===== config.mk =====
export PLATFORM = sky130hd
export DESIGN_NAME = aluTop
export DESIGN_NICKNAME = d
export VERILOG_FILES = /design/src/rtl/aluPkg.sv /design/src/rtl/aluControl.sv /design/src/rtl/aluAddSub.sv /design/src/rtl/aluShifter.sv /design/src/rtl/aluLogic.sv /design/src/rtl/aluDatapath.sv /design/src/rtl/aluTop.sv
export SDC_FILE = /design/constraint.sdc
export NUM_CORES = 1
export LEC_CHECK = 0
export BUFFER_PORTS_ARGS = -buffer_cell sky130_fd_sc_hd__buf_4
export CORE_ASPECT_RATIO = 0.75
export CORE_MARGIN = 2
export CORE_UTILIZATION = 57
export DETAILED_ROUTE_END_ITERATION = 7
export PLACE_DENSITY = 0.81
export SETUP_SLACK_MARGIN = 0.2
export SLEW_MARGIN = 20
export SYNTH_ARGS = -nofsm -noshare
export SYNTH_HDL_FRONTEND = slang
export SYNTH_SLANG_ARGS = --single-unit

===== constraint.sdc =====
create_clock -name vclk -period 5.15
set_input_delay 1.03 -clock vclk [all_inputs]
set_output_delay 1.03 -clock vclk [all_outputs]
set_load 0.1 [all_outputs]

===== src/rtl/aluPkg.sv =====
package aluPkg;

  localparam int OP_W = 4;

  typedef enum logic [OP_W-1:0] {
    OP_ADD_SAT  = 4'h0,
    OP_ADD_WRAP = 4'h1,
    OP_SUB_SAT  = 4'h2,
    OP_SUB_WRAP = 4'h3,
    OP_LSR      = 4'h4,
    OP_LSL      = 4'h5,
    OP_ASR      = 4'h6,
    OP_ASL      = 4'h7,
    OP_INC      = 4'h8,
    OP_RSV9     = 4'h9,
    OP_RSVA     = 4'hA,
    OP_DEC      = 4'hB,
    OP_XOR      = 4'hC,
    OP_OR       = 4'hD,
    OP_AND      = 4'hE,
    OP_NAND     = 4'hF
  } aluOpE;

  typedef enum logic [1:0] {
    SRC_ZERO,
    SRC_ARITH,
    SRC_SHIFT,
    SRC_LOGIC
  } resSrcE;

  typedef enum logic [1:0] {
    LG_XOR,
    LG_OR,
    LG_AND,
    LG_NAND
  } logicFnE;

  // Strobes from the decoder to the datapath
  typedef struct packed {
    resSrcE  resSrc;
    logic    subtract;
    logic    useOne;
    logic    clamp;
    logic    shiftLeft;
    logic    shiftArith;
    logic    checkSign;
    logicFnE logicFn;
  } aluCtrlS;

endpackage


===== src/rtl/aluControl.sv =====
module aluControl
  import aluPkg::*;
(
  input  logic [OP_W-1:0] opSel,
  output aluCtrlS         ctrl
);

  aluOpE op;
  assign op = aluOpE'(opSel);

  always_comb begin
    ctrl = '{resSrc: SRC_ZERO, subtract: 1'b0, useOne: 1'b0, clamp: 1'b0,
             shiftLeft: 1'b0, shiftArith: 1'b0, checkSign: 1'b0, logicFn: LG_XOR};
    case (op)
      OP_ADD_SAT: begin
        ctrl.resSrc = SRC_ARITH;
        ctrl.clamp  = 1'b1;
      end
      OP_ADD_WRAP: ctrl.resSrc = SRC_ARITH;
      OP_SUB_SAT: begin
        ctrl.resSrc   = SRC_ARITH;
        ctrl.subtract = 1'b1;
        ctrl.clamp    = 1'b1;
      end
      OP_SUB_WRAP: begin
        ctrl.resSrc   = SRC_ARITH;
        ctrl.subtract = 1'b1;
      end
      OP_LSR: ctrl.resSrc = SRC_SHIFT;
      OP_LSL: begin
        ctrl.resSrc    = SRC_SHIFT;
        ctrl.shiftLeft = 1'b1;
      end
      OP_ASR: begin
        ctrl.resSrc     = SRC_SHIFT;
        ctrl.shiftArith = 1'b1;
      end
      OP_ASL: begin
        ctrl.resSrc    = SRC_SHIFT;
        ctrl.shiftLeft = 1'b1;
        ctrl.checkSign = 1'b1;
      end
      OP_INC: begin
        ctrl.resSrc = SRC_ARITH;
        ctrl.useOne = 1'b1;
      end
      OP_DEC: begin
        ctrl.resSrc   = SRC_ARITH;
        ctrl.useOne   = 1'b1;
        ctrl.subtract = 1'b1;
      end
      OP_XOR: begin
        ctrl.resSrc  = SRC_LOGIC;
        ctrl.logicFn = LG_XOR;
      end
      OP_OR: begin
        ctrl.resSrc  = SRC_LOGIC;
        ctrl.logicFn = LG_OR;
      end
      OP_AND: begin
        ctrl.resSrc  = SRC_LOGIC;
        ctrl.logicFn = LG_AND;
      end
      OP_NAND: begin
        ctrl.resSrc  = SRC_LOGIC;
        ctrl.logicFn = LG_NAND;
      end
      default: ctrl.resSrc = SRC_ZERO;
    endcase
  end

endmodule


===== src/rtl/aluAddSub.sv =====
module aluAddSub #(
  parameter int WIDTH = 16
) (
  input  logic [WIDTH-1:0] a,
  input  logic [WIDTH-1:0] b,
  input  logic             subtract,
  input  logic             useOne,
  input  logic             clamp,
  output logic [WIDTH-1:0] sum,
  output logic             ovf,
  output logic             sat
);

  localparam int MSB = WIDTH - 1;
  localparam logic [WIDTH-1:0] ONE     = {{(WIDTH-1){1'b0}}, 1'b1};
  localparam logic [WIDTH-1:0] POS_MAX = {1'b0, {(WIDTH-1){1'b1}}};
  localparam logic [WIDTH-1:0] NEG_MIN = {1'b1, {(WIDTH-1){1'b0}}};

  logic [WIDTH-1:0] bSel, bEff, rawSum, carryIn;
  logic             rawOvf;

  assign bSel    = useOne ? ONE : b;
  assign bEff    = subtract ? ~bSel : bSel;
  assign carryIn = {{(WIDTH-1){1'b0}}, subtract};
  assign rawSum  = a + bEff + carryIn;
  // Operands of equal sign giving a result of the other sign
  assign rawOvf  = (a[MSB] == bEff[MSB]) && (rawSum[MSB] != a[MSB]);

  always_comb begin
    if (clamp && rawOvf) begin
      sum = a[MSB] ? NEG_MIN : POS_MAX;
      sat = 1'b1;
      ovf = 1'b0;
    end else begin
      sum = rawSum;
      sat = 1'b0;
      ovf = rawOvf && !clamp;
    end
  end

endmodule


===== src/rtl/aluShifter.sv =====
module aluShifter #(
  parameter int WIDTH = 16,
  localparam int SH_W = $clog2(WIDTH)
) (
  input  logic [WIDTH-1:0] a,
  input  logic [SH_W-1:0]  shamt,
  input  logic             shiftLeft,
  input  logic             shiftArith,
  input  logic             checkSign,
  output logic [WIDTH-1:0] shOut,
  output logic             ovf
);

  localparam int MSB = WIDTH - 1;

  logic [WIDTH-1:0] leftVal, rightLog, rightArith;

  assign leftVal    = a << shamt;
  assign rightLog   = a >> shamt;
  assign rightArith = $unsigned($signed(a) >>> shamt);

  always_comb begin
    if (shiftLeft)       shOut = leftVal;
    else if (shiftArith) shOut = rightArith;
    else                 shOut = rightLog;
  end

  assign ovf = checkSign && (leftVal[MSB] != a[MSB]);

endmodule


===== src/rtl/aluLogic.sv =====
module aluLogic
  import aluPkg::*;
#(
  parameter int WIDTH = 16
) (
  input  logic [WIDTH-1:0] a,
  input  logic [WIDTH-1:0] b,
  input  logicFnE          fn,
  output logic [WIDTH-1:0] lgOut
);

  always_comb begin
    case (fn)
      LG_XOR:  lgOut = a ^ b;
      LG_OR:   lgOut = a | b;
      LG_AND:  lgOut = a & b;
      default: lgOut = ~(a & b);
    endcase
  end

endmodule


===== src/rtl/aluDatapath.sv =====
module aluDatapath
  import aluPkg::*;
#(
  parameter int WIDTH = 16,
  localparam int SH_W = $clog2(WIDTH)
) (
  input  aluCtrlS          ctrl,
  input  logic [WIDTH-1:0] operandA,
  input  logic [WIDTH-1:0] operandB,
  output logic [WIDTH-1:0] result,
  output logic             overflowFlag,
  output logic             saturatedFlag
);

  logic [WIDTH-1:0] arithOut, shiftOut, logicOut;
  logic             arithOvf, arithSat, shiftOvf;

  aluAddSub #(.WIDTH(WIDTH)) addSubUnit (
    .a(operandA), .b(operandB), .subtract(ctrl.subtract), .useOne(ctrl.useOne),
    .clamp(ctrl.clamp), .sum(arithOut), .ovf(arithOvf), .sat(arithSat)
  );

  aluShifter #(.WIDTH(WIDTH)) shiftUnit (
    .a(operandA), .shamt(operandB[SH_W-1:0]), .shiftLeft(ctrl.shiftLeft),
    .shiftArith(ctrl.shiftArith), .checkSign(ctrl.checkSign),
    .shOut(shiftOut), .ovf(shiftOvf)
  );

  aluLogic #(.WIDTH(WIDTH)) logicUnit (
    .a(operandA), .b(operandB), .fn(ctrl.logicFn), .lgOut(logicOut)
  );

  always_comb begin
    result        = '0;
    overflowFlag  = 1'b0;
    saturatedFlag = 1'b0;
    case (ctrl.resSrc)
      SRC_ARITH: begin
        result        = arithOut;
        overflowFlag  = arithOvf;
        saturatedFlag = arithSat;
      end
      SRC_SHIFT: begin
        result       = shiftOut;
        overflowFlag = shiftOvf;
      end
      SRC_LOGIC: result = logicOut;
      default:   result = '0;
    endcase
  end

endmodule


===== src/rtl/aluTop.sv =====
module aluTop
  import aluPkg::*;
#(
  parameter int WIDTH = 16
) (
  input  logic [OP_W-1:0]  opSel,
  input  logic [WIDTH-1:0] operandA,
  input  logic [WIDTH-1:0] operandB,
  output logic [WIDTH-1:0] result,
  output logic             overflowFlag,
  output logic             saturatedFlag
);

  aluCtrlS ctrl;

  aluControl decoder (
    .opSel(opSel), .ctrl(ctrl)
  );

  aluDatapath #(.WIDTH(WIDTH)) datapath (
    .ctrl(ctrl), .operandA(operandA), .operandB(operandB),
    .result(result), .overflowFlag(overflowFlag), .saturatedFlag(saturatedFlag)
  );

endmodule


=== Word level (Yosys, flattened, before mapping) ===
Index checks and enable logic that the tools add are counted.

* Register bits: 0
* Input port bits: 36
* Output and inout bits: 18
* Word-level logic and storage cells: 65

* $add $sub $neg: 2
* Equal/unequal tests: 21
* Shifts and indexed selects: 3
* Muxes and demuxes: 20
* Bitwise operators: 5
* Reduce and logical (&&, ||, !) cells: 14

{| class="wikitable"
|+ Operators by type and width
! operator !! number
|-
| 16-bit two-way mux || 6
|-
| 16-bit one-hot mux with 3 select lines || 2
|-
| 16-bit NOT || 2
|-
| 4-bit equality test (second input constant) || 6
|-
| 16-bit by 1-bit adder with 16-bit output || 1
|-
| 16-bit adder || 1
|-
| 16-bit AND || 1
|-
| 4-bit by 3-bit equality test with 1-bit output (second input constant) || 4
|-
| 16-bit bitwise OR || 1
|-
| 16-bit by 4-bit << shifter with 16-bit output || 1
|-
| 16-bit by 4-bit >> shifter with 16-bit output || 1
|-
| 16-bit by 4-bit >>> shifter with 16-bit output || 1
|-
| 16-bit bitwise XOR || 1
|-
| 2-bit one-hot mux with 3 select lines || 2
|-
| 1-bit two-way mux || 9
|-
| 4-bit by 2-bit equality test with 1-bit output (second input constant) || 2
|-
| 4-bit OR reduction || 2
|-
| 2-bit equality test (second input constant) || 3
|-
| 2-bit OR reduction || 3
|-
| 6-bit OR reduction || 1
|-
| 2-bit by 1-bit equality test with 1-bit output (second input constant) || 2
|-
| 4-bit by 1-bit equality test with 1-bit output (second input constant) || 1
|-
| 1-bit logical AND || 4
|-
| 4-bit logical NOT || 1
|-
| other kinds (6) || 7
|}

=== Longest topological paths before layout ===
Gate-level depths: netlist (run 1).

* Depth in word-level cells: 13
* Mapped depth: 17

=== Hierarchy ===
A second synthesis (run 1) with hierarchy kept.

* Cell total of the unflattened synthesis: 585
* Area total of the unflattened synthesis: 4242.8 µm²

{| class="wikitable"
|+ Modules (own cells, without submodules)
! module !! times used !! cells each !! area each (µm²)
|-
| aluShifter || 1 || 184 || 1552.7
|-
| aluAddSub || 1 || 187 || 1241.2
|-
| aluLogic || 1 || 152 || 998.5
|-
| aluDatapath || 1 || 48 || 351.6
|-
| aluControl || 1 || 14 || 98.8
|}

=== Least setup slack after synthesis (run 1) ===
OpenSTA, ideal clock, no wires.

* Kind: input -> output
* From: in opSel[1]
* To: out result[12]
* Data arrival time: 6.170 ns
* Path slack: -2.050 ns
* Cell stages on the path: 13
* Cells stage by stage: buf_2 > buf_2 > nor3b_1 > buf_2 > xnor2_1 > ha_1 > o21a_1 > o21a_1 > a211oi_1 > o21ai_0 > and3_1 > o21ba_2 > a211oi_1

* Longest elaborated chain between the ends: 13

{| class="wikitable"
|+ RTL lines
! element !! line !! source
|-
| start: declaration || aluTop.sv:6 || <nowiki>input logic [OP_W-1:0] opSel,</nowiki>
|-
| 4-bit equality test || aluControl.sv:14 || <nowiki>case (op)</nowiki>
|-
| 2-bit OR reduction (no source line) || n/a ||
|-
| 1-bit two-way mux || aluControl.sv:14 ||
|-
| 16-bit two-way mux || aluAddSub.sv:22 || <nowiki>assign bSel = useOne ? ONE : b;</nowiki>
|-
| 16-bit NOT || aluAddSub.sv:23 || <nowiki>assign bEff = subtract ? ~bSel : bSel;</nowiki>
|-
| 16-bit two-way mux || aluAddSub.sv:23 ||
|-
| 16-bit adder || aluAddSub.sv:25 || <nowiki>assign rawSum = a + bEff + carryIn;</nowiki>
|-
| 16-bit by 1-bit adder with 16-bit output || aluAddSub.sv:25 ||
|-
| 1-bit inequality test || aluAddSub.sv:27 || <nowiki>assign rawOvf = (a[MSB] == bEff[MSB]) && (rawSum[MSB] != a[MSB]);</nowiki>
|-
| 1-bit logical AND || aluAddSub.sv:27 ||
|-
| 1-bit logical AND || aluAddSub.sv:30 || <nowiki>if (clamp && rawOvf) begin</nowiki>
|-
| 16-bit two-way mux || aluAddSub.sv:30 ||
|-
| 16-bit one-hot mux with 3 select lines (*) || aluDatapath.sv:37 || <nowiki>case (ctrl.resSrc)</nowiki>
|-
| end: declaration || aluTop.sv:9 || <nowiki>output logic [WIDTH-1:0] result,</nowiki>
|}

Every way passes the cells marked *; elsewhere a longest branch is shown, timed or not.

=== Worst setup path in the final report (run 1) ===
* From: in opSel[1]
* To: out result[13]

Same word-level chain as after synthesis.

==> Flow_metrics.wiki, run 1 <==
{| class="wikitable"
! Metric !! Value
|-
| Result of the run || complete, but fails checks
|-
| Violated checks || negative setup slack
|-
| DRT iter0 DRCs || 705
|-
| Data arrival time of the critical path || 4.14 ns
|-
| Via count || 5,894
|-
| Worst hold slack after final layout || 2.71 ns
|-
| Register share of total power || 0%
|-
| Area growth, synth to finish || 36.6%
|-
| Number of top-level design ports || 54
|-
| Post-synthesis cell area || 4500 sq um
|-
| Req. time, crit path || 4.12 ns
|-
| Slew Limit Headroom || 44.3%
|-
| Sequential cell area || 0 sq um
|-
| Peak supply drop || 0.258 mV
|-
| Count of clock-net buffers in the final layout || 0
|-
| Overall die area || 8630 sq um
|-
| Crit Path Class || in2out
|-
| Routability Congestion || 1.03
|-
| HPWL reported at the end of detailed placement || 12,900 um
|-
| Std-Cell Core Area || 7780 sq um
|-
| Die W || 107 um
|-
| Post-synthesis instance total || 624
|-
| Sequential cells || 0
|-
| Relative contribution of the clock network to total power || 0%
|-
| Kind of start point of the critical path || primary input
|-
| Overall track demand over capacity in global routing || 43.0%
|-
| Post-DR vias/cell || 7.31
|-
| Worst min-delay path category || in2out
|-
| Antenna Nets Post-Route || 0
|-
| PwrDens || 186 nW/um^2
|-
| Leakage Power || 2.59 nW
|-
| Net switching power of the design || 0.697 mW
|-
| Count of distinct cell types in the synthesized netlist || 70
|-
| Area used by multi-input combinational logic || 4600 sq um
|-
| PortBufs || 54
|-
| Antenna violations before repair || 0
|-
| Cell-internal power || 0.450 mW
|-
| Std cell rows || 28
|-
| Portion of the clock cycle consumed by the worst path in the final layout || 100%
|-
| Instance count along the most critical hold path || 4
|-
| Setup TNS Final || -0.0245 ns
|-
| Routed wire per std cell || 24.5 um
|-
| Grt total ovfl || 0
|-
| Kind of end point of the critical path || primary output
|-
| Initial Util || 57.9%
|-
| Via count of the first global-routing pass || 5,506
|-
| Final Net Count || 794
|-
| Sequential share of the synthesized area || 0%
|-
| Pins over their slew limit || 0
|-
| Warnings from Yosys || 0
|-
| Critical path startpoint || opSel[1]
|-
| Pre-antenna DRT Iters || 6
|-
| Max Clock Freq || 0.194 GHz
|-
| Actual transition at the worst max-transition pin || 0.834 ns
|-
| N_diodes || 0
|-
| Pin count of the biggest net entering global routing || 54
|-
| Count of fill cells added during filler insertion || 512
|-
| Final period demand of the worst path || 5.17 ns
|-
| Number of hold-repair buffers added at the cts stage || 0
|-
| Synth Net Count || 715
|-
| Wire length of the first global-routing pass || 29,400 um
|-
| Setup repair after global routing missed its margin || true
|-
| DRC violations left || 0
|-
| Combinational cell fraction of total power || 100.0%
|-
| Total of endpoints with negative setup slack in the final report || 2
|-
| Max-cap viol count || 0
|-
| Mapped Avg Cell Area || 7.22 sq um
|-
| Final setup slack of the worst path || -0.0168 ns
|-
| Vertical extent of the die || 81.0 um
|-
| Commonest non-fill, non-tap cell in the layout || sky130_fd_sc_hd__buf_4
|-
| Number of hold-slack violations in the final timing report || 0
|-
| Fraction of final layout cells with drive strength greater than 1 || 31.4%
|-
| Wire length reported by the detailed router || 19,700 um
|-
| Timing endpoint of the critical path || result[13]
|-
| Largest fanout of any net on the critical path || 8
|-
| Net Sw Frac || 60.8%
|-
| Commonest cells after routing, fill and taps aside || sky130_fd_sc_hd__buf_4, sky130_fd_sc_hd__nor2_1, sky130_fd_sc_hd__ha_1
|}
[cells in the mapped netlist (2+ instances only)]
library cell / number / area share (%)
sky130_fd_sc_hd__a21oi_1: 41 / 4.6
sky130_fd_sc_hd__nor3b_1: 2 / 0.33
sky130_fd_sc_hd__nand2b_1: 5 / 0.69
sky130_fd_sc_hd__a311oi_1: 4 / 0.78
sky130_fd_sc_hd__o211a_1: 3 / 0.67
sky130_fd_sc_hd__nand2_1: 46 / 3.8
sky130_fd_sc_hd__xor2_1: 13 / 2.5
sky130_fd_sc_hd__o311ai_0: 2 / 0.39
sky130_fd_sc_hd__xnor2_1: 27 / 5.3
sky130_fd_sc_hd__nor2b_1: 10 / 1.4
sky130_fd_sc_hd__clkbuf_1: 24 / 2.0
sky130_fd_sc_hd__o211ai_1: 9 / 1.5
sky130_fd_sc_hd__o21ai_0: 48 / 5.3
sky130_fd_sc_hd__nand3_1: 9 / 1.0
sky130_fd_sc_hd__a21o_1: 6 / 1.0
sky130_fd_sc_hd__mux4_2: 22 / 11
sky130_fd_sc_hd__buf_2: 18 / 2.0
sky130_fd_sc_hd__buf_6: 2 / 0.50
sky130_fd_sc_hd__nor3_1: 22 / 2.4
sky130_fd_sc_hd__o22ai_1: 7 / 0.97
sky130_fd_sc_hd__a211oi_1: 19 / 3.2
sky130_fd_sc_hd__and2_1: 3 / 0.42
sky130_fd_sc_hd__nand3b_1: 2 / 0.33
sky130_fd_sc_hd__o221a_2: 4 / 1.0
sky130_fd_sc_hd__o31ai_1: 3 / 0.50
sky130_fd_sc_hd__mux2i_1: 15 / 3.3
sky130_fd_sc_hd__ha_1: 54 / 15
sky130_fd_sc_hd__a31oi_1: 16 / 2.2
sky130_fd_sc_hd__or3_1: 5 / 0.69
sky130_fd_sc_hd__and3_1: 5 / 0.69
sky130_fd_sc_hd__inv_1: 41 / 3.4
sky130_fd_sc_hd__nand4_1: 4 / 0.56
sky130_fd_sc_hd__a21boi_0: 2 / 0.33
sky130_fd_sc_hd__clkinv_1: 2 / 0.17
sky130_fd_sc_hd__mux2_2: 10 / 2.5
sky130_fd_sc_hd__o221ai_1: 10 / 1.9
sky130_fd_sc_hd__a211o_1: 4 / 0.78
sky130_fd_sc_hd__nor2_1: 62 / 5.2
sky130_fd_sc_hd__o21bai_1: 4 / 0.67
sky130_fd_sc_hd__a22oi_1: 6 / 1.0
sky130_fd_sc_hd__o21a_1: 4 / 0.67
[power by group through the flow]
stage                     Sequential [mW]  Clock [mW]  Combinational [mW]
after global routing                    0           0                1.19
after floorplan                         0           0               0.698
after detailed placement                0           0               0.927
after CTS                               0           0                1.04
final                                   0           0                1.15
after global placement                  0           0               0.907
[cells by family after synthesis]
family	after synthesis	synth area share, %
compound gates	209	31.9
simple gates	182	19.0
buf+inv	90	8.45
fa+ha+maj	55	15.4
mux	48	17.4
xor+xnor	40	7.78
[worst min path at each step]
stage	start	to
floorplan	opSel[2]	overflowFlag
global placement	operandA[15]	overflowFlag
detailed placement	operandA[15]	result[15]
CTS	operandA[15]	result[15]
global route	operandA[15]	result[15]
finish	operandA[15]	result[15]
[through the flow]
step | instance area, sq um | cells | utilization [%] | worst slack, ns | power [mW]
final | 6150 | 806 | 79.1 | -0.0168 | 1.15
after global routing | 6150 | 806 | 79.1 | -0.0836 | 1.19
after CTS | 6020 | 802 | 77.4 | 0.0985 | 1.04
after detailed placement | 5540 | 787 | 71.3 | -0.127 | 0.927
after global placement | 5540 | 787 | 71.3 | 0.0264 | 0.907
after floorplan | 4860 | 624 | - | -0.379 | 0.698
[layout make-up]
cell class | instances | share of cell area (%)
Multi-Input combinational cell | 534 | 74.7
Inverter | 43 | 2.62
Timing Repair Buffer | 124 | 20.5
Tap cell | 105 | 2.14
[routing by layer]
layer / vias up / part of all wire [%] / track usage, %
li1: 2472 / - / -
met1: 2724 / 36 / 56.1
met2: 570 / 44 / 71.0
met3: 128 / 13 / 7.87
met4: 0 / 7.0 / 17.4
met5: - / 0 / 0
[repair_timing]
item / in CTS / in global routing
setup endpoints to repair: 18 / 18
pin swaps: 26 / 23
gates resized for setup: 76 / 28
cloned: 2 / 0
buffers inserted: 13 / 4
[critical path: stages]
cell and delay (ns):
sky130_fd_sc_hd__buf_6 0.12, sky130_fd_sc_hd__xnor2_4 0.19, sky130_fd_sc_hd__nand2_4 0.10, sky130_fd_sc_hd__buf_12 0.14, sky130_fd_sc_hd__buf_4 0.13, sky130_fd_sc_hd__nand2_4 0.09
sky130_fd_sc_hd__xnor2_4 0.16, sky130_fd_sc_hd__ha_4 0.25, sky130_fd_sc_hd__a21oi_2 0.14, sky130_fd_sc_hd__o21ai_2 0.07, sky130_fd_sc_hd__a21o_1 0.20, sky130_fd_sc_hd__o211ai_4 0.28
sky130_fd_sc_hd__o211a_1 0.26, sky130_fd_sc_hd__o31ai_4 0.08, sky130_fd_sc_hd__buf_12 0.17, sky130_fd_sc_hd__buf_12 0.15, sky130_fd_sc_hd__a311oi_4 0.32, sky130_fd_sc_hd__buf_12 0.21
Power figures use the tool's default switching activity.
==> run 2, diff against run 1 <==
ABC_AREA = 1   (was default)
CORE_UTILIZATION = 56   (was 57)
==> run 2 against run 1 <==
  * The flow finishes with violations (design-rule violations)
  * Area after synthesis shrank 11%
  * Wire length shrank 5.3%
  * First-iteration DRC count grew 31%
  * Via count grew 0.66%
  * Cell count grew 11%
  * Synthesized cell count grew 17%
  * Global-route usage shrank 2.6 points
  * Critical path type unchanged
  * Count of clock-buffer cells in the layout is the same
  * Final area shrank 13%
==> Flow_metrics.wiki, run 2 <==
{| class="wikitable"
! Metric !! Value
|-
| Area used by multi-input combinational logic || 3900 sq um (was 4600 sq um)
|-
| Pin count of the biggest net entering global routing || 32 (was 54)
|-
| Post-synthesis instance total || 731 (was 624)
|-
| Req. time, crit path || 4.12 ns (about the same)
|-
| Wire length of the first global-routing pass || 25,600 um (was 29,400 um)
|-
| HPWL reported at the end of detailed placement || 12,100 um (was 12,900 um)
|-
| Routability Congestion || 1.05 (was 1.03)
|-
| Total Power Consumption || 0.987 mW (was 1.15 mW)
|-
| PortBufs || 54 (unchanged)
|-
| Cell with the most instances after synthesis || sky130_fd_sc_hd__nand2_1 (was sky130_fd_sc_hd__nor2_1)
|-
| Max Clock Freq || 0.194 GHz (about the same)
|-
| Peak supply drop || 0.153 mV (was 0.258 mV)
|-
| Setup repair after global routing missed its margin || true (unchanged)
|-
| Final Net Count || 889 (was 794)
|-
| Number of hold-repair buffers added at the cts stage || 0 (unchanged)
|-
| Kind of end point of the critical path || primary output (unchanged)
|-
| Wire length reported by the detailed router || 18,700 um (was 19,700 um)
|-
| PwrDens || 183 nW/um^2 (was 186 nW/um^2)
|-
| Leakage Power || 2.71 nW (was 2.59 nW)
|-
| Pins over their slew limit || 0 (unchanged)
|-
| DRC violations left || 16 (was 0)
|-
| Antenna violations before repair || 0 (unchanged)
|-
| Violated checks || design-rule violations (was negative setup slack)
|-
| Vertical extent of the die || 77.2 um (was 81.0 um)
|-
| Std-Cell Core Area || 6860 sq um (was 7780 sq um)
|-
| Kind of start point of the critical path || primary input (unchanged)
|-
| Routed wire per std cell || 20.9 um (was 24.5 um)
|-
| Warnings from Yosys || 0 (unchanged)
|-
| Area growth, synth to finish || 34.5% (was 36.6%)
|-
| Antenna Nets Post-Route || 0 (unchanged)
|-
| Placed Instance Area || 4670 sq um (was 5540 sq um)
|-
| Count of fill cells added during filler insertion || 470 (was 512)
|-
| Actual transition at the worst max-transition pin || 0.897 ns (was 0.834 ns)
|-
| Sequential cells || 0 (unchanged)
|-
| Fraction of final layout cells with drive strength greater than 1 || 24.0% (was 31.4%)
|-
| DRT iter0 DRCs || 923 (was 705)
|-
| Number of hold-slack violations in the final timing report || 0 (unchanged)
|-
| Cell type contributing the most total cell area after synthesis || sky130_fd_sc_hd__nand2_1 (was sky130_fd_sc_hd__ha_1)
|-
| Via count of the first global-routing pass || 5,088 (was 5,506)
|-
| Synth Net Count || 822 (was 715)
|-
| Overall track demand over capacity in global routing || 40.4% (was 43.0%)
|-
| Setup TNS Final || 0 ns (was -0.0245 ns)
|-
| Commonest non-fill, non-tap cell in the layout || sky130_fd_sc_hd__nand2_1 (was sky130_fd_sc_hd__buf_4)
|-
| Worst hold slack after final layout || 2.74 ns (was 2.71 ns)
|-
| Final period demand of the worst path || 5.14 ns (was 5.17 ns)
|-
| Ranking of synthesized cells by instance count || sky130_fd_sc_hd__nand2_1, sky130_fd_sc_hd__inv_1, sky130_fd_sc_hd__o21ai_0 (was sky130_fd_sc_hd__nor2_1, sky130_fd_sc_hd__ha_1, sky130_fd_sc_hd__o21ai_0)
|-
| Post-synthesis cell area || 4000 sq um (was 4500 sq um)
|-
| Total of endpoints with negative setup slack in the final report || 0 (was 2)
|-
| Initial Util || 58.3% (was 57.9%)
|-
| Slew Limit Headroom || 40.2% (was 44.3%)
|-
| Pre-antenna DRT Iters || 8 (was 6)
|-
| Portion of the clock cycle consumed by the worst path in the final layout || 99.8% (was 100%)
|-
| Count of clock-net buffers in the final layout || 0 (unchanged)
|-
| Worst min-delay path category || in2out (unchanged)
|-
| Leading post-synthesis cells by cell area || sky130_fd_sc_hd__nand2_1, sky130_fd_sc_hd__ha_1, sky130_fd_sc_hd__o21ai_0 (was sky130_fd_sc_hd__ha_1, sky130_fd_sc_hd__mux4_2, sky130_fd_sc_hd__o21ai_0)
|-
| Max-cap viol count || 0 (unchanged)
|-
| Overall die area || 7840 sq um (was 8630 sq um)
|-
| Data arrival time of the critical path || 4.11 ns (was 4.14 ns)
|-
| Post-DR vias/cell || 6.64 (was 7.31)
|-
| Post-route cell area || 5380 sq um (was 6150 sq um)
|-
| Fraction of synthesized cell area taken by the top area cell type || 19.8% (was 15.0%)
|-
| Sequential cell area || 0 sq um (unchanged)
|-
| Crit Path Class || in2out (unchanged)
|-
| Via count || 5,933 (was 5,894)
|-
| Std cell rows || 26 (was 28)
|-
| Sequential share of the synthesized area || 0% (unchanged)
|-
| N_diodes || 0 (unchanged)
|-
| Die W || 102 um (was 107 um)
|-
| Commonest cells after routing, fill and taps aside || sky130_fd_sc_hd__nand2_1, sky130_fd_sc_hd__inv_1, sky130_fd_sc_hd__buf_4 (was sky130_fd_sc_hd__buf_4, sky130_fd_sc_hd__nor2_1, sky130_fd_sc_hd__ha_1)
|-
| Count of distinct cell types in the synthesized netlist || 44 (was 70)
|-
| Largest fanout of any net on the critical path || 8 (unchanged)
|-
| Number of top-level design ports || 54 (unchanged)
|-
| Mapped Avg Cell Area || 5.47 sq um (was 7.22 sq um)
|-
| Result of the run || complete, but fails checks (unchanged)
|-
| Grt total ovfl || 0 (unchanged)
|}
-- run 2: cell count changes in the layout (fill, tap and decap cells not counted), sizes merged, moves of 10 or more --
cell	delta
mux2i	-13
o21ai	+37
buf	-28
a211oi	-19
mux2	-10
nor3	-14
mux4	-23
xnor2	-19
nand2	+179
nand3	+32
nor2b	-10
nor2	-26
a21oi	+28
inv	+51
-- run 2: worst max-delay path, stage by stage --
cell,delay [ns]
sky130_fd_sc_hd__buf_12,0.10
sky130_fd_sc_hd__inv_2,0.05
sky130_fd_sc_hd__nor2_4,0.23
sky130_fd_sc_hd__nand2_8,0.14
sky130_fd_sc_hd__nand2_2,0.10
sky130_fd_sc_hd__xor2_1,0.16
sky130_fd_sc_hd__ha_1,0.31
sky130_fd_sc_hd__a21o_1,0.24
sky130_fd_sc_hd__a21oi_2,0.18
sky130_fd_sc_hd__nor2_1,0.08
sky130_fd_sc_hd__nor3_2,0.27
sky130_fd_sc_hd__buf_4,0.18
sky130_fd_sc_hd__nand2_4,0.06
sky130_fd_sc_hd__inv_2,0.04
sky130_fd_sc_hd__nand4_1,0.16
sky130_fd_sc_hd__nand2_4,0.22
sky130_fd_sc_hd__clkinv_8,0.11
sky130_fd_sc_hd__nand2_2,0.12
sky130_fd_sc_hd__a21oi_4,0.08
sky130_fd_sc_hd__buf_12,0.21
-- run 2: stage by stage --
step | utilization, % | cells | setup slack, ns
after floorplan | - | 731 | 0.208
after global placement | 68.0 | 865 | 0.213
after detailed placement | 68.0 | 865 | 0.0591
after CTS | 69.9 | 868 | 0.192
after global routing | 78.4 | 894 | -0.0965
final | 78.4 | 894 | 0.00858
-- run 2: per-layer routing --
| metal | up-vias | wire length (um) | GRT usage, % | share of wire [%] |
|---|---|---|---|---|
| li1 | 2561 | - | - | - |
| met1 | 2604 | 6630 | 56.5 | 36 |
| met2 | 627 | 7830 | 60.7 | 42 |
| met3 | 141 | 3000 | 9.94 | 16 |
| met4 | 0 | 1210 | 11.8 | 6.5 |
| met5 | - | 0 | 0 | 0 |
-- run 2: timing repair --
action,in CTS,in global routing
cloned,2,3
endpoints found under the setup margin,15,18
buffers inserted,1,23
pin swaps,0,20
gates resized for setup,25,92
-- run 2: report_power, final --
| part | total [mW] | switching [mW] | internal, mW | leakage (nW) |
|---|---|---|---|---|
| sequential | 0 | 0 | 0 | 0 |
| combinational | 0.987 | 0.644 | 0.343 | 2.71 |
| clock | 0 | 0 | 0 | 0 |
-- run 2: path summary, 6_finish.rpt --
check / start / to / slack (ns) / cells after the start
setup / recovery: opSel[3] / result[10] / 0.009 / 20
hold / removal: opSel[1] / overflowFlag / 2.74 / 6
-- run 2: cell type report --
class              instances  share of cell area (%)
well taps                 98                    2.28
repair buffers            96                    18.2
inverters                 93                    6.86
multi-input cells        606                    72.5
repair inverters           1                   0.163
-- run 2: logic make-up after synthesis --
group	after synthesis	share of synthesized area, %
AOI/OAI and AO/OA	197	28.0
xor gates and xnor gates	30	6.57
adders and majority gates	55	17.4
buffers and inverters	129	13.1
muxes	2	0.500
and+or+nand+nor	318	34.5
==> run 3, diff against run 2 <==
RECOVER_POWER = 100   (was default)
==> run 3 against run 2 <==
  * Sequential share of layout area unchanged
  * Largest cell class unchanged
  * Final area decreased by 0.35%
  * First-iteration DRC count decreased by 0.33%
  * Non-clock buffer count unchanged
  * The flow finishes with violations (negative setup slack)
  * Total power decreased by 0.62%
  * Core utilization decreased by 0.27 points
  * Hold slack improved by 0.072 ns
  * Sequential cell count unchanged
  * Wire length increased by 0.41%
  * Die area unchanged
==> Flow_metrics.wiki, run 3 (synthesized netlist as in run 2, its figures left out) <==
{| class="wikitable"
! Metric !! Value
|-
| Final setup slack of the worst path || -0.0224 ns (was 0.00858 ns)
|-
| Sequential cell area || 0 sq um (unchanged)
|-
| Largest fanout of any net on the critical path || 5 (was 8)
|-
| Max Clock Freq || 0.193 GHz (was 0.194 GHz)
|-
| Std-Cell Core Area || 6860 sq um (unchanged)
|-
| Slew Limit Headroom || 39.4% (was 40.2%)
|-
| Number of top-level design ports || 54 (unchanged)
|-
| Kind of end point of the critical path || primary output (unchanged)
|-
| Routed wire per std cell || 21.0 um (was 20.9 um)
|-
| Worst min-delay path category || in2out (unchanged)
|-
| Max-cap viol count || 0 (unchanged)
|-
| Number of hold-repair buffers added at the cts stage || 0 (unchanged)
|-
| Worst hold slack after final layout || 2.82 ns (was 2.74 ns)
|-
| Fraction of final layout cells with drive strength greater than 1 || 24.0% (unchanged)
|-
| Actual transition at the worst max-transition pin || 0.909 ns (was 0.897 ns)
|-
| Pre-antenna DRT Iters || 7 (was 8)
|-
| Pin count of the biggest net entering global routing || 32 (unchanged)
|-
| PortBufs || 54 (unchanged)
|-
| PwrDens || 183 nW/um^2 (about the same)
|-
| Via count of the first global-routing pass || 5,088 (unchanged)
|-
| Vertical extent of the die || 77.2 um (unchanged)
|-
| Leakage Power || 2.71 nW (about the same)
|-
| Commonest non-fill, non-tap cell in the layout || sky130_fd_sc_hd__nand2_1 (unchanged)
|-
| Total Power Consumption || 0.981 mW (was 0.987 mW)
|-
| Commonest cells after routing, fill and taps aside || sky130_fd_sc_hd__nand2_1, sky130_fd_sc_hd__inv_1, sky130_fd_sc_hd__buf_4 (unchanged)
|-
| Violated checks || negative setup slack (was design-rule violations)
|-
| Antenna violations before repair || 0 (unchanged)
|-
| Count of fill cells added during filler insertion || 475 (was 470)
|-
| Final period demand of the worst path || 5.17 ns (was 5.14 ns)
|-
| Overall die area || 7840 sq um (unchanged)
|-
| Overall track demand over capacity in global routing || 40.4% (unchanged)
|-
| Data arrival time of the critical path || 4.14 ns (was 4.11 ns)
|-
| Post-DR vias/cell || 6.68 (was 6.64)
|-
| Routability Congestion || 1.05 (unchanged)
|-
| Die W || 102 um (unchanged)
|-
| Std cell rows || 26 (unchanged)
|-
| Wire length reported by the detailed router || 18,700 um (about the same)
|-
| Hold worst-path end || result[0] (was overflowFlag)
|-
| Setup TNS Final || -0.0418 ns (was 0 ns)
|-
| Pins over their slew limit || 0 (unchanged)
|-
| Grt total ovfl || 0 (unchanged)
|-
| Instance count along the most critical hold path || 8 (was 6)
|-
| Setup repair after global routing missed its margin || true (unchanged)
|-
| Req. time, crit path || 4.12 ns (about the same)
|-
| Portion of the clock cycle consumed by the worst path in the final layout || 100% (was 99.8%)
|-
| DRC violations left || 0 (was 16)
|-
| Kind of start point of the critical path || primary input (unchanged)
|-
| HPWL reported at the end of detailed placement || 12,100 um (unchanged)
|-
| Initial Util || 58.3% (unchanged)
|-
| Final Net Count || 889 (unchanged)
|-
| Critical path startpoint || opSel[3] (unchanged)
|-
| DRT iter0 DRCs || 920 (was 923)
|-
| Antenna Nets Post-Route || 0 (unchanged)
|-
| Area growth, synth to finish || 34.0% (was 34.5%)
|-
| Count of clock-net buffers in the final layout || 0 (unchanged)
|-
| Total of endpoints with negative setup slack in the final report || 2 (was 0)
|-
| Worst min-delay path startpoint || operandA[0] (was opSel[1])
|-
| Number of hold-slack violations in the final timing report || 0 (unchanged)
|-
| Wire length of the first global-routing pass || 25,600 um (unchanged)
|-
| Via count || 5,969 (was 5,933)
|-
| Final core occ || 78.1% (was 78.4%)
|-
| Peak supply drop || 0.150 mV (was 0.153 mV)
|-
| Crit Path Class || in2out (unchanged)
|-
| Sequential cells || 0 (unchanged)
|-
| Result of the run || complete, but fails checks (unchanged)
|-
| N_diodes || 0 (unchanged)
|}
## run 3: how the worst max path moves through the flow
stage	end	cells past startpoint
2_1_floorplan	result[8]	20
3_3_place_gp	result[5]	20
3_5_place_dp	result[5]	21
4_1_cts	result[14]	21
5_1_grt	result[10]	20
6_report	overflowFlag	16
## run 3: stage by stage
step | setup WS (ns) | std cells | area, sq um
2_1_floorplan | 0.208 | 731 | 4180
3_3_place_gp | 0.213 | 865 | 4670
3_5_place_dp | 0.0591 | 865 | 4670
4_1_cts | 0.192 | 868 | 4800
5_1_grt | -0.0965 | 894 | 5360
6_report | -0.0224 | 894 | 5360
## run 3: repair_timing
action | 4_1_cts | 5_1_grt
cloned | 2 | 3
resized for setup | 25 | 92
pin swaps | 0 | 20
buffers inserted | 1 | 23
setup endpoints to repair | 15 | 18
endpoints found under the hold margin | 0 | 0
## run 3: where the power goes
group          internal, mW  leakage [nW]  switching [mW]
combinational         0.338          2.71           0.643
sequential                0             0               0
clock                     0             0               0
## run 3: metal layers
layer	track usage [%]	up-vias	part of all wire, %
li1	-	2561	-
met1	56.5	2654	36
met2	60.7	615	42
met3	9.94	139	16
met4	11.8	0	6.5
met5	0	-	0
## run 3: final cells by class
class | count | area (sq um) | share of cell area [%]
inverters | 93 | 369 | 6.88
multi-input cells | 606 | 3900 | 72.8
well taps | 98 | 123 | 2.29
repair buffers | 96 | 960 | 17.9
repair inverters | 1 | 8.76 | 0.163
## run 3: worst max-delay path: stages
cell and delay (ns):
sky130_fd_sc_hd__buf_12 0.10, sky130_fd_sc_hd__inv_2 0.05, sky130_fd_sc_hd__nor2_4 0.24, sky130_fd_sc_hd__nand2_8 0.14, sky130_fd_sc_hd__nand2_2 0.10, sky130_fd_sc_hd__xor2_1 0.16, sky130_fd_sc_hd__ha_1 0.31, sky130_fd_sc_hd__a21o_1 0.24
sky130_fd_sc_hd__a21oi_2 0.18, sky130_fd_sc_hd__nor2_1 0.08, sky130_fd_sc_hd__nor3_2 0.28, sky130_fd_sc_hd__nand3_1 0.19, sky130_fd_sc_hd__nand2_4 0.14, sky130_fd_sc_hd__nand4_1 0.20, sky130_fd_sc_hd__a21oi_4 0.22, sky130_fd_sc_hd__clkbuf_2 0.48
